## src/rtl/irq_pkg.sv

```systemverilog
// Package: shared service kinds and the mode-code decode used by the
// interrupt sequencer. Assumes nothing beyond a 3-bit mode code.
package irq_pkg;

    typedef enum logic [1:0] {
        SVC_NMI = 2'd0,
        SVC_M0  = 2'd1,
        SVC_M1  = 2'd2,
        SVC_M2  = 2'd3
    } svc_e;

    // Maps the 3-bit mode code to mode 0, 1 or 2 (only the low two bits matter).
    function automatic logic [1:0] im_decode(input logic [2:0] sel);
        logic [1:0] m;
        case (sel[1:0])
            2'b10:   m = 2'd1;
            2'b11:   m = 2'd2;
            default: m = 2'd0;
        endcase
        return m;
    endfunction

endpackage

```

## src/rtl/irq_flags.sv

```systemverilog
// Module: enable flip-flops and interrupt mode. Applies the boundary event,
// then the effect of any service accepted at the same boundary.
// Assumes events are high only together with insn_end_i, one at a time.
module irq_flags
    import irq_pkg::*;
(
    input  logic       clk,
    input  logic       rst_n,
    input  logic       insn_end_i,
    input  logic       ev_di_i,
    input  logic       ev_ei_i,
    input  logic       ev_im_i,
    input  logic [2:0] im_sel_i,
    input  logic       ev_retn_i,
    input  logic       ev_reti_i,
    input  logic       take_nmi_i,
    input  logic       take_int_i,
    output logic       iff1_o,
    output logic       iff2_o,
    output logic [1:0] mode_o,
    output logic       iff1_eff_o,
    output logic       shadow_o,
    output logic [1:0] mode_eff_o
);

    logic       iff1_q, iff2_q, iff2_eff;
    logic [1:0] mode_q;
    logic       di, ei, ret;

    // Purpose: state as seen after this boundary's event, before any service.
    always_comb begin
        di  = insn_end_i & ev_di_i;
        ei  = insn_end_i & ev_ei_i;
        ret = insn_end_i & (ev_retn_i | ev_reti_i);
        if (di)       iff1_eff_o = 1'b0;
        else if (ei)  iff1_eff_o = 1'b1;
        else if (ret) iff1_eff_o = iff2_q;
        else          iff1_eff_o = iff1_q;
        if (di)       iff2_eff = 1'b0;
        else if (ei)  iff2_eff = 1'b1;
        else          iff2_eff = iff2_q;
        mode_eff_o = (insn_end_i & ev_im_i) ? im_decode(im_sel_i) : mode_q;
        shadow_o   = insn_end_i & (ev_ei_i | ev_retn_i);
    end

    // Purpose: register flip-flops and mode at each boundary.
    always_ff @(posedge clk) begin
        if (!rst_n) begin
            iff1_q <= 1'b0;
            iff2_q <= 1'b0;
            mode_q <= 2'd0;
        end else if (insn_end_i) begin
            mode_q <= mode_eff_o;
            if (take_nmi_i) begin
                iff1_q <= 1'b0;
                iff2_q <= iff1_eff_o;
            end else if (take_int_i) begin
                iff1_q <= 1'b0;
                iff2_q <= iff2_eff;
            end else begin
                iff1_q <= iff1_eff_o;
                iff2_q <= iff2_eff;
            end
        end
    end

    assign iff1_o = iff1_q;
    assign iff2_o = iff2_q;
    assign mode_o = mode_q;

    AST_DI_CLEARS: assert property (@(posedge clk) disable iff (!rst_n)
        (insn_end_i && ev_di_i) |=> (!iff1_q && !iff2_q));
    AST_NMI_SAVES_IFF1: assert property (@(posedge clk) disable iff (!rst_n)
        (insn_end_i && take_nmi_i && !ev_di_i && !ev_ei_i && !ev_retn_i && !ev_reti_i)
        |=> (!iff1_q && iff2_q == $past(iff1_q)));
    AST_RET_RESTORES: assert property (@(posedge clk) disable iff (!rst_n)
        (insn_end_i && (ev_retn_i || ev_reti_i) && !take_nmi_i && !take_int_i)
        |=> (iff1_q == $past(iff2_q)));

endmodule

```

## src/rtl/irq_arbiter.sv

```systemverilog
// Module: detects non-maskable edges, keeps them pending, and chooses the
// service at an idle boundary (non-maskable first).
// Assumes the flag block supplies this boundary's effective enable and mode.
module irq_arbiter
    import irq_pkg::*;
(
    input  logic       clk,
    input  logic       rst_n,
    input  logic       nmi_i,
    input  logic       int_i,
    input  logic       insn_end_i,
    input  logic       busy_i,
    input  logic       iff1_eff_i,
    input  logic       shadow_i,
    input  logic [1:0] mode_eff_i,
    output logic       take_nmi_o,
    output logic       take_int_o,
    output svc_e       svc_o
);

    logic nmi_prev_q, nmi_pend_q;

    // Purpose: acceptance decision and service kind for this boundary.
    always_comb begin
        take_nmi_o = insn_end_i & ~busy_i & nmi_pend_q;
        take_int_o = insn_end_i & ~busy_i & ~nmi_pend_q & int_i & iff1_eff_i & ~shadow_i;
        if (nmi_pend_q)             svc_o = SVC_NMI;
        else if (mode_eff_i == 2'd1) svc_o = SVC_M1;
        else if (mode_eff_i == 2'd2) svc_o = SVC_M2;
        else                         svc_o = SVC_M0;
    end

    // Purpose: latch rising edges of the non-maskable line until served.
    always_ff @(posedge clk) begin
        if (!rst_n) begin
            nmi_prev_q <= 1'b0;
            nmi_pend_q <= 1'b0;
        end else begin
            nmi_prev_q <= nmi_i;
            nmi_pend_q <= (nmi_pend_q & ~take_nmi_o) | (nmi_i & ~nmi_prev_q);
        end
    end

    AST_NMI_FIRST: assert property (@(posedge clk) disable iff (!rst_n)
        (take_nmi_o && int_i) |-> !take_int_o);

endmodule

```

## src/rtl/irq_ack_seq.sv

```systemverilog
// Module: cycle sequencer of one service. Runs the acknowledge window,
// samples the peripheral byte, pushes PC, reads the vector table in mode 2
// and presents the new PC in the last cycle.
// Assumes ADDR_W == 2*DATA_W and a read port that answers in the same cycle.
module irq_ack_seq
    import irq_pkg::*;
#(
    parameter int ADDR_W  = 16,
    parameter int DATA_W  = 8,
    parameter int FETCH_T = 4,
    parameter int WAIT_T  = 2,
    parameter int CNT_W   = 5,
    parameter logic [ADDR_W-1:0] NMI_VEC = 16'h0066,
    parameter logic [ADDR_W-1:0] M1_VEC  = 16'h0038
) (
    input  logic              clk,
    input  logic              rst_n,
    input  logic              start_i,
    input  svc_e              svc_i,
    input  logic [ADDR_W-1:0] pc_i,
    input  logic [ADDR_W-1:0] sp_i,
    input  logic [DATA_W-1:0] i_reg_i,
    input  logic [DATA_W-1:0] dbus_i,
    input  logic [DATA_W-1:0] mem_rdata_i,
    output logic              busy_o,
    output logic              ack_o,
    output logic              done_o,
    output logic              mem_re_o,
    output logic              mem_we_o,
    output logic [ADDR_W-1:0] mem_addr_o,
    output logic [DATA_W-1:0] mem_wdata_o,
    output logic [ADDR_W-1:0] new_pc_o,
    output logic [ADDR_W-1:0] new_sp_o,
    output logic [CNT_W-1:0]  svc_cycles_o
);

    localparam int MEM_T   = 3;
    localparam int PUSH_T  = 2 * MEM_T;
    localparam int ACK_T   = FETCH_T + WAIT_T;
    localparam int NMI_PRE = FETCH_T + 1;
    localparam int MSK_PRE = ACK_T + 1;
    localparam logic [CNT_W-1:0] NMI_TOT = CNT_W'(NMI_PRE + PUSH_T);
    localparam logic [CNT_W-1:0] MSK_TOT = CNT_W'(MSK_PRE + PUSH_T);
    localparam logic [CNT_W-1:0] TBL_TOT = CNT_W'(MSK_PRE + 2 * PUSH_T);
    localparam logic [CNT_W-1:0] ACK_LAST = CNT_W'(ACK_T - 1);
    localparam logic [CNT_W-1:0] RD_LO   = CNT_W'(MSK_PRE + PUSH_T);
    localparam logic [CNT_W-1:0] RD_HI   = CNT_W'(MSK_PRE + PUSH_T + MEM_T);

    logic              busy_q;
    logic [CNT_W-1:0]  cnt_q;
    svc_e              svc_q;
    logic [ADDR_W-1:0] pc_q, sp_q;
    logic [DATA_W-1:0] ireg_q, vec_q, lo_q, hi_q;
    logic              maskable;
    logic [CNT_W-1:0]  pre, total;
    logic              wr_hi, wr_lo, rd_lo, rd_hi;
    logic [ADDR_W-1:0] ptr;

    // Purpose: decode the current cycle of the running service.
    always_comb begin
        maskable = (svc_q != SVC_NMI);
        pre      = maskable ? CNT_W'(MSK_PRE) : CNT_W'(NMI_PRE);
        case (svc_q)
            SVC_NMI: total = NMI_TOT;
            SVC_M2:  total = TBL_TOT;
            default: total = MSK_TOT;
        endcase
        wr_hi = busy_q && (cnt_q == pre);
        wr_lo = busy_q && (cnt_q == pre + CNT_W'(MEM_T));
        rd_lo = busy_q && (svc_q == SVC_M2) && (cnt_q == RD_LO);
        rd_hi = busy_q && (svc_q == SVC_M2) && (cnt_q == RD_HI);
        ptr   = {ireg_q, vec_q} & ~ADDR_W'(1);
    end

    // Purpose: service counter and captured operands.
    always_ff @(posedge clk) begin
        if (!rst_n) begin
            busy_q <= 1'b0;
            cnt_q  <= '0;
            svc_q  <= SVC_NMI;
            pc_q   <= '0;
            sp_q   <= '0;
            ireg_q <= '0;
            vec_q  <= '0;
            lo_q   <= '0;
            hi_q   <= '0;
        end else if (!busy_q) begin
            if (start_i) begin
                busy_q <= 1'b1;
                cnt_q  <= '0;
                svc_q  <= svc_i;
                pc_q   <= pc_i;
                sp_q   <= sp_i;
                ireg_q <= i_reg_i;
            end
        end else begin
            if (cnt_q == total - CNT_W'(1)) busy_q <= 1'b0;
            else                             cnt_q  <= cnt_q + CNT_W'(1);
            if (maskable && cnt_q == ACK_LAST) vec_q <= dbus_i;
            if (rd_lo) lo_q <= mem_rdata_i;
            if (rd_hi) hi_q <= mem_rdata_i;
        end
    end

    // Purpose: memory port drive for the push and the table reads.
    always_comb begin
        mem_we_o    = wr_hi | wr_lo;
        mem_re_o    = rd_lo | rd_hi;
        mem_addr_o  = '0;
        mem_wdata_o = '0;
        if (wr_hi) begin
            mem_addr_o  = sp_q - ADDR_W'(1);
            mem_wdata_o = pc_q[ADDR_W-1:DATA_W];
        end else if (wr_lo) begin
            mem_addr_o  = sp_q - ADDR_W'(2);
            mem_wdata_o = pc_q[DATA_W-1:0];
        end else if (rd_lo) begin
            mem_addr_o  = ptr;
        end else if (rd_hi) begin
            mem_addr_o  = ptr + ADDR_W'(1);
        end
    end

    // Purpose: status outputs and the target program counter.
    always_comb begin
        busy_o       = busy_q;
        ack_o        = busy_q && maskable && (cnt_q < CNT_W'(ACK_T));
        done_o       = busy_q && (cnt_q == total - CNT_W'(1));
        new_sp_o     = busy_q ? sp_q - ADDR_W'(2) : '0;
        svc_cycles_o = busy_q ? total : '0;
        new_pc_o     = '0;
        if (done_o) begin
            case (svc_q)
                SVC_NMI: new_pc_o = NMI_VEC;
                SVC_M1:  new_pc_o = M1_VEC;
                SVC_M0:  new_pc_o = ADDR_W'({vec_q[5:3], 3'b000});
                default: new_pc_o = {hi_q, lo_q};
            endcase
        end
    end

    AST_START_IDLE: assert property (@(posedge clk) disable iff (!rst_n)
        start_i |-> !busy_q);
    AST_PUSH_PAIR: assert property (@(posedge clk) disable iff (!rst_n)
        (busy_q && cnt_q == pre) |-> (mem_we_o && mem_addr_o == sp_q - ADDR_W'(1)));

endmodule

```

## src/rtl/irq_ack_sequencer.sv

```systemverilog
// Module: top of the interrupt enable and acknowledge sequencer.
// Assumes insn_end_i only while busy_o is low and at most one event per boundary.
module irq_ack_sequencer
    import irq_pkg::*;
#(
    parameter int ADDR_W  = 16,
    parameter int DATA_W  = 8,
    parameter int FETCH_T = 4,
    parameter int WAIT_T  = 2,
    parameter int CNT_W   = 5,
    parameter logic [ADDR_W-1:0] NMI_VEC = 16'h0066,
    parameter logic [ADDR_W-1:0] M1_VEC  = 16'h0038
) (
    input  logic              clk,
    input  logic              rst_n,
    input  logic              nmi_i,
    input  logic              int_i,
    input  logic              insn_end_i,
    input  logic              ev_di_i,
    input  logic              ev_ei_i,
    input  logic              ev_im_i,
    input  logic [2:0]        im_sel_i,
    input  logic              ev_retn_i,
    input  logic              ev_reti_i,
    input  logic [DATA_W-1:0] i_reg_i,
    input  logic [ADDR_W-1:0] pc_i,
    input  logic [ADDR_W-1:0] sp_i,
    input  logic [DATA_W-1:0] dbus_i,
    input  logic [DATA_W-1:0] mem_rdata_i,
    output logic              mem_re_o,
    output logic              mem_we_o,
    output logic [ADDR_W-1:0] mem_addr_o,
    output logic [DATA_W-1:0] mem_wdata_o,
    output logic              ack_o,
    output logic              busy_o,
    output logic              done_o,
    output logic [ADDR_W-1:0] new_pc_o,
    output logic [ADDR_W-1:0] new_sp_o,
    output logic [CNT_W-1:0]  svc_cycles_o,
    output logic              iff1_o,
    output logic              iff2_o,
    output logic [1:0]        imode_o
);

    logic       take_nmi, take_int, iff1_eff, shadow;
    logic [1:0] mode_eff;
    svc_e       svc;

    irq_flags u_flags (
        .clk(clk), .rst_n(rst_n), .insn_end_i(insn_end_i),
        .ev_di_i(ev_di_i), .ev_ei_i(ev_ei_i), .ev_im_i(ev_im_i),
        .im_sel_i(im_sel_i), .ev_retn_i(ev_retn_i), .ev_reti_i(ev_reti_i),
        .take_nmi_i(take_nmi), .take_int_i(take_int),
        .iff1_o(iff1_o), .iff2_o(iff2_o), .mode_o(imode_o),
        .iff1_eff_o(iff1_eff), .shadow_o(shadow), .mode_eff_o(mode_eff)
    );

    irq_arbiter u_arb (
        .clk(clk), .rst_n(rst_n), .nmi_i(nmi_i), .int_i(int_i),
        .insn_end_i(insn_end_i), .busy_i(busy_o), .iff1_eff_i(iff1_eff),
        .shadow_i(shadow), .mode_eff_i(mode_eff),
        .take_nmi_o(take_nmi), .take_int_o(take_int), .svc_o(svc)
    );

    irq_ack_seq #(
        .ADDR_W(ADDR_W), .DATA_W(DATA_W), .FETCH_T(FETCH_T), .WAIT_T(WAIT_T),
        .CNT_W(CNT_W), .NMI_VEC(NMI_VEC), .M1_VEC(M1_VEC)
    ) u_seq (
        .clk(clk), .rst_n(rst_n), .start_i(take_nmi | take_int), .svc_i(svc),
        .pc_i(pc_i), .sp_i(sp_i), .i_reg_i(i_reg_i), .dbus_i(dbus_i),
        .mem_rdata_i(mem_rdata_i), .busy_o(busy_o), .ack_o(ack_o),
        .done_o(done_o), .mem_re_o(mem_re_o), .mem_we_o(mem_we_o),
        .mem_addr_o(mem_addr_o), .mem_wdata_o(mem_wdata_o),
        .new_pc_o(new_pc_o), .new_sp_o(new_sp_o), .svc_cycles_o(svc_cycles_o)
    );

    AST_MASKED_IN_SERVICE: assert property (@(posedge clk) disable iff (!rst_n)
        busy_o |-> !iff1_o);
    AST_EI_SHADOW: assert property (@(posedge clk) disable iff (!rst_n)
        (insn_end_i && (ev_ei_i || ev_retn_i)) |=> !busy_o || svc_cycles_o == CNT_W'(FETCH_T + 7));
    AST_BOUNDARY_IDLE: assert property (@(posedge clk) disable iff (!rst_n)
        insn_end_i |-> !busy_o);

endmodule

```

## config.mk

```make
export PLATFORM = sky130hd
export DESIGN_NAME = irq_ack_sequencer
export DESIGN_NICKNAME = d
export VERILOG_FILES = /design/src/rtl/irq_pkg.sv /design/src/rtl/irq_flags.sv /design/src/rtl/irq_arbiter.sv /design/src/rtl/irq_ack_seq.sv /design/src/rtl/irq_ack_sequencer.sv
export SDC_FILE = /design/constraint.sdc
export NUM_CORES = 1
export LEC_CHECK = 0
export BUFFER_PORTS_ARGS = -buffer_cell sky130_fd_sc_hd__buf_2
export CORE_MARGIN = 3
export CORE_UTILIZATION = 23
export CTS_CLUSTER_DIAMETER = 120
export DETAILED_ROUTE_END_ITERATION = 6
export PLACE_DENSITY = 0.4
export SYNTH_ARGS = -nofsm -noshare
export SYNTH_HDL_FRONTEND = slang
export SYNTH_SLANG_ARGS = --single-unit
```

## constraint.sdc

```tcl
create_clock -name clk -period 7.2 [get_ports clk]
set_input_delay 1.8 -clock clk [delete_from_list [all_inputs] [get_ports clk]]
set_output_delay 1.8 -clock clk [all_outputs]
set_load 0.02 [all_outputs]
```

Word level (Yosys, flattened, before mapping)

Index checks and enable logic that the tools add are counted.

Flip-flop bits (word level): 78
Input bits: 69
Logic and storage cells: 109

Add/sub/neg operators: 6
Order comparisons: 1
Equal/unequal tests: 14
Multiplexer cells: 31
Bitwise gates (word level): 24
Reduce and logical (&&, ||, !) cells: 19

Operators with widths:

| kind                                                        | count |
|---|---|
| two-way mux 16 bit                                          | 6 |
| case mux 16 bit (3 select lines)                            | 1 |
| two-way mux 5 bit                                           | 4 |
| adder 16 x 1 -> 16 bit (second input constant)              | 1 |
| two-way mux 8 bit                                           | 2 |
| subtractor 16 x 1 -> 16 bit (second input constant)         | 1 |
| subtractor 16 x 2 -> 16 bit (second input constant)         | 1 |
| == test 5 bit                                               | 3 |
| bitwise AND 1 bit                                           | 13 |
| AND reduction 2 bit                                         | 6 |
| two-way mux 1 bit                                           | 11 |
| == test 2 bit (second input constant)                       | 5 |
| two-way mux 2 bit                                           | 5 |
| case mux 5 bit (2 select lines)                             | 1 |
| logical AND 1 bit                                           | 9 |
| OR 1 bit                                                    | 6 |
| adder 5 x 1 -> 5 bit (second input constant)                | 1 |
| adder 5 x 2 -> 5 bit (second input constant)                | 1 |
| == test 5 x 3 -> 1 bit (second input constant)              | 1 |
| == test 5 x 4 -> 1 bit (second input constant)              | 1 |
| == test 5 bit (second input constant)                       | 1 |
| less-than comparator 5 x 3 -> 1 bit (second input constant) | 1 |
| NOT 1 bit                                                   | 5 |
| subtractor 5 x 1 -> 5 bit (second input constant)           | 1 |
| other kinds (6)                                             | 8 |

Longest topological paths before layout

Depth after elaboration: 10
Depth in mapped cells: 11
Depth with buffers taken out: 7

Cells and area by module

A second synthesis with hierarchy kept.

Cells, all modules: 583
Area, all modules: 4621.9 um^2

By module, submodules not included:

| module            | instances | cells an instance | area each (um^2) |
|---|---|---|---|
| irq_ack_seq       | 1         | 537               | 4230.3 |
| irq_flags         | 1         | 31                | 260.2 |
| irq_arbiter       | 1         | 14                | 125.1 |
| irq_ack_sequencer | 1         | 1                 | 6.3 |

Worst setup path after synthesis

No wires, ideal clock.

Kind: register to output
Start: register u_seq.sp_q[0]
End: output port mem_addr_o[10]
Arrival: 2.290 ns
Data required time: 5.400 ns
Path slack: 3.110 ns
Stages on the path, launching flop included: 9
Path buffers: 1
Cells stage by stage: dfxtp_1 clkbuf_1 inv_1 ha_1 or3b_1 or4_1 o22ai_1 nor2_1 o21ai_0

Cells in the longest elaborated chain, start to end: 3
Elaborated cells between the ends (all ways): 4

RTL lines:

| what                        | RTL line                | text |
|---|---|---|
| start, declared             | irq_ack_seq.sv:52       | `logic [ADDR_W-1:0] pc_q, sp_q;` |
| start signal, assigned      | irq_ack_seq.sv:93       | `sp_q <= sp_i;` |
| subtractor 16 x 2 -> 16 bit | irq_ack_seq.sv:115      | `mem_addr_o = sp_q - ADDR_W'(2);` |
| two-way mux 16 bit          | irq_ack_seq.sv:114      | `end else if (wr_lo) begin` |
| two-way mux 16 bit (*)      | irq_ack_seq.sv:111      | `if (wr_hi) begin` |
| end, declared               | irq_ack_sequencer.sv:32 | `output logic [ADDR_W-1:0] mem_addr_o,` |

Mark *: on every way between the ends. The rest lies on a longest branch, timed or not.

Worst setup path in the final report

Start: register u_seq.busy_q, in the netlist u_seq.busy_o
End: output port mem_addr_o[10]

Cells in the longest elaborated chain, start to end: 6
Elaborated cells between the ends (all ways): 9

RTL lines:

| what                   | RTL line                             | text |
|---|---|---|
| start, declared        | irq_ack_seq.sv:49                    | `logic busy_q;` |
| start signal, assigned | irq_ack_seq.sv:78                    | `busy_q <= 1'b0;` |
| start signal, assigned | irq_ack_seq.sv:89                    | `busy_q <= 1'b1;` |
| start signal, assigned | irq_ack_seq.sv:97                    | `if (cnt_q == total - CNT_W'(1)) busy_q <= 1'b0;` |
| logical AND 1 bit      | irq_ack_seq.sv:70, irq_ack_seq.sv:71 |  |
| logical AND 1 bit      | irq_ack_seq.sv:71                    | `rd_hi = busy_q && (svc_q == SVC_M2) && (cnt_q == RD_HI);` |
| two-way mux 16 bit     | irq_ack_seq.sv:119                   | `end else if (rd_hi) begin` |
| two-way mux 16 bit     | irq_ack_seq.sv:117                   | `end else if (rd_lo) begin` |
| two-way mux 16 bit     | irq_ack_seq.sv:114                   |  |
| two-way mux 16 bit (*) | irq_ack_seq.sv:111                   |  |

Marked as above.

==> flow_summary_export.csv <==
group,metric,value,unit
cts,cts_tree,"built",
detailed_routing,vias,4282,
critical_path,cp.required,5.40,ns
synth,yosys_most_used_dff,"dfxtp_1",
synth,synth.ff_latch_count,77,
detailed_routing,routedWlPerCell,15.18,um
detailed_routing,drt_pass1_iterations,7,
grt,grt_pass1_wl,22910,um
cts,cts_buffer_depth,2,
final_layout,fin_nets,759,
floorplan,num_rows,50,
synth,syn_nets,651,
critical_path,rr_worst_depth,6,
cts,htreeDepth,3,
place,gp_congestion,0.8236,
critical_path,cp-start-kind,"register",
worst_hold_path,min_path_cells,2,
final_layout,layout_commonest_cell,"buf_2",
sta,max_slew_margin,33.72,%
pwr,p_leak,2.341,nW
sta,fin_skew,0.007266,ns
pwr,power,1.126,mW
floorplan,dieArea,0.02117,mm2
cts,cts_setup_buffers,0,
floorplan,initial_utilization,23.69,%
cts,cts_sinks,77,
final_layout,fillerInstances,2109,
sta,finalCritPeriodShare,70.22,%
final_layout,antenna_cells,0,
cts,cts_resized,0,
sta,rsz0062_at_grt,"false",
grt,grt.total_usage,13.37,%
synth,yosysWarnings,0,
synth,syn_inst,570,
final_layout,syn2layout_area_growth,26.61,%
detailed_routing,drt_iter0_drc,222,
floorplan,core,0.01889,mm2
floorplan,die_w,145.5,um
critical_path,crit_fanout,25,
cts,path_clk_slew,0.06,ns
place,io_buffers,136,
sta,min_period,5.056,ns
synth,ys_async_sr_fraction,0,%
final_layout,final_cell_count_no_fill,943,
job,drv_cap,0,
cts,hold_buffers,0,
detailed_routing,avgViaCountPerCell,4.541,
cts,cts_root_buffer,"clkbuf_16",
worst_hold_path,hold_class,"reg -> reg",
final_layout,layout.area.seq,0.001541,mm2
synth,synth_area,0.004476,mm2
final_layout,most-common-layout-cells,"135 x buf_2, 77 x dfxtp_1, 71 x nand2_1",
grt,grt_pass1_vias,4296,
sta,maxSlewViolCount,0,
sta,fin_tns_setup,0,ns
floorplan,pin_count,139,
cts,insertion_delay,0.34,ns
synth,syn_avg_cell_area,7.852,um2
grt,grt_max_degree,94,
sta,worst_pin_slew,0.9905,ns
grt,overflow,0,
place,placedCellCount,927,
detailed_routing,drt-total-wl,14310,um
grt,antenna_found_initial,3,
synth,synth_edf_count,0,
final_layout,drive_gt1_share,24.45,%
critical_path,worstSetupPathType,"reg -> out",
sta,fmax,197.8,MHz
sta,hold_viol,0,
detailed_routing,drc_errors,0,
status,status,"completed",
cts,cts-buffers-inserted,9,
final_layout,multi_input_area,0.002699,mm2
detailed_routing,antenna_left,0,
sta,final-setup-viol-count,0,
synth,synth_cell_type_count,62,
critical_path,cp.arrival,3.26,ns
synth,seq_area_frac_synth,34.44,%
pwr,ir_drop,0.0001041,V
sta,holdWs,0.4508,ns
critical_path,endpoint_kind,"output pin",
pwr,power_density,198.7,mW/mm2
place,dp_hpwl,10640,um
floorplan,die-height,145.5,um
area by class of cell:
type | instances | share of cell area (%)
inverters | 14 | 0.9274
repair buffers | 140 | 12.59
clock inverters | 5 | 1.457
flip-flops and latches | 77 | 27.20
well taps | 260 | 5.741
clock buffers | 11 | 4.460
multi-input cells | 436 | 47.63
cells by family after synthesis:
group / synth area share (%)
and+or+nand+nor: 30.42
AOI/OAI and AO/OA: 17.50
DFF: 34.44
buffers and inverters: 5.368
muxes: 5.396
xor gates and xnor gates: 3.523
adders and majority gates: 3.355
worst max-delay path, stage by stage, from the launching register on:
cell,delay [ns]
dfxtp_1,0.56
buf_4,0.33
nor2b_1,0.27
nand2_1,0.29
nor2_1,0.84
a221oi_1,0.16
o21ai_0,0.25
buf_2,0.20
registers in the layout (all words and copies together), names as in the netlist:
register / flops
u_arb.nmi_pend_q: 1
u_arb.nmi_prev_q: 1
u_flags.iff1_o: 1
u_flags.iff2_o: 1
u_flags.mode_o: 2
u_seq.busy_o: 1
u_seq.cnt_q: 5
u_seq.hi_q: 8
u_seq.ireg_q: 8
u_seq.lo_q: 8
u_seq.pc_q: 16
u_seq.sp_q: 16
u_seq.svc_q: 2
u_seq.vec_q: 7
per-stage QoR:
stage | cell area, um2 | setup slack, ns | util [%]
final | 5667 | 2.144 | 29.99
after global routing | 5667 | 1.783 | 29.99
after CTS | 5667 | 2.016 | 29.99
after detailed placement | 5331 | 2.419 | 28.22
after global placement | 5331 | 2.419 | 28.22
after floorplan | 4476 | 3.110 | -
where the power goes:
part           total, mW  leakage (nW)  internal (mW)  switching (mW)
Clock              0.505         0.154          0.322           0.182
Combinational      0.164          1.56         0.0685          0.0956
Sequential         0.457         0.625          0.440          0.0173
Total               1.13          2.34          0.830           0.295
worst paths after layout:
kind,from,to,slack [ns]
worst max-delay path,u_seq.busy_o$_SDFF_PN0_,mem_addr_o[10],2.14
worst min-delay path,u_seq.pc_q[6]$_SDFFE_PN0P_,u_seq.pc_q[6]$_SDFFE_PN0P_,0.45
worst max register to register,u_seq.busy_o$_SDFF_PN0_,u_seq.sp_q[13]$_SDFFE_PN0P_,4.48
worst min register to register,u_seq.pc_q[6]$_SDFFE_PN0P_,u_seq.pc_q[6]$_SDFFE_PN0P_,0.45
Yosys cell counts, types with 3 or more instances:
cell | count | area share [%]
a211oi_1 | 4 | 0.67
a21oi_1 | 18 | 2.0
a22o_1 | 11 | 2.2
and2_1 | 24 | 3.4
and3b_1 | 3 | 0.59
buf_2 | 12 | 1.3
clkbuf_1 | 29 | 2.4
dfxtp_1 | 77 | 34
ha_1 | 12 | 3.4
inv_1 | 14 | 1.2
mux2i_1 | 23 | 5.1
nand2_1 | 71 | 6.0
nand2b_1 | 4 | 0.56
nand3_1 | 51 | 5.7
nor2_1 | 29 | 2.4
nor2b_1 | 38 | 5.3
nor3_1 | 8 | 0.89
nor3b_1 | 4 | 0.67
o211ai_1 | 3 | 0.50
o21ai_0 | 56 | 6.3
o22ai_1 | 4 | 0.56
or2_2 | 3 | 0.42
or3_1 | 3 | 0.42
or4_1 | 6 | 1.0
xnor2_1 | 9 | 1.8
xor2_1 | 9 | 1.8
per-layer routing:
metal	track usage (%)	vias up	wire length [um]
met2	21.13	127	6285
met3	4.080	21	934
met1	17.50	1925	6852
met5	0	-	34
met4	4.321	6	207
li1	-	2203	-
No activity file was read; power rests on OpenSTA's default activity.
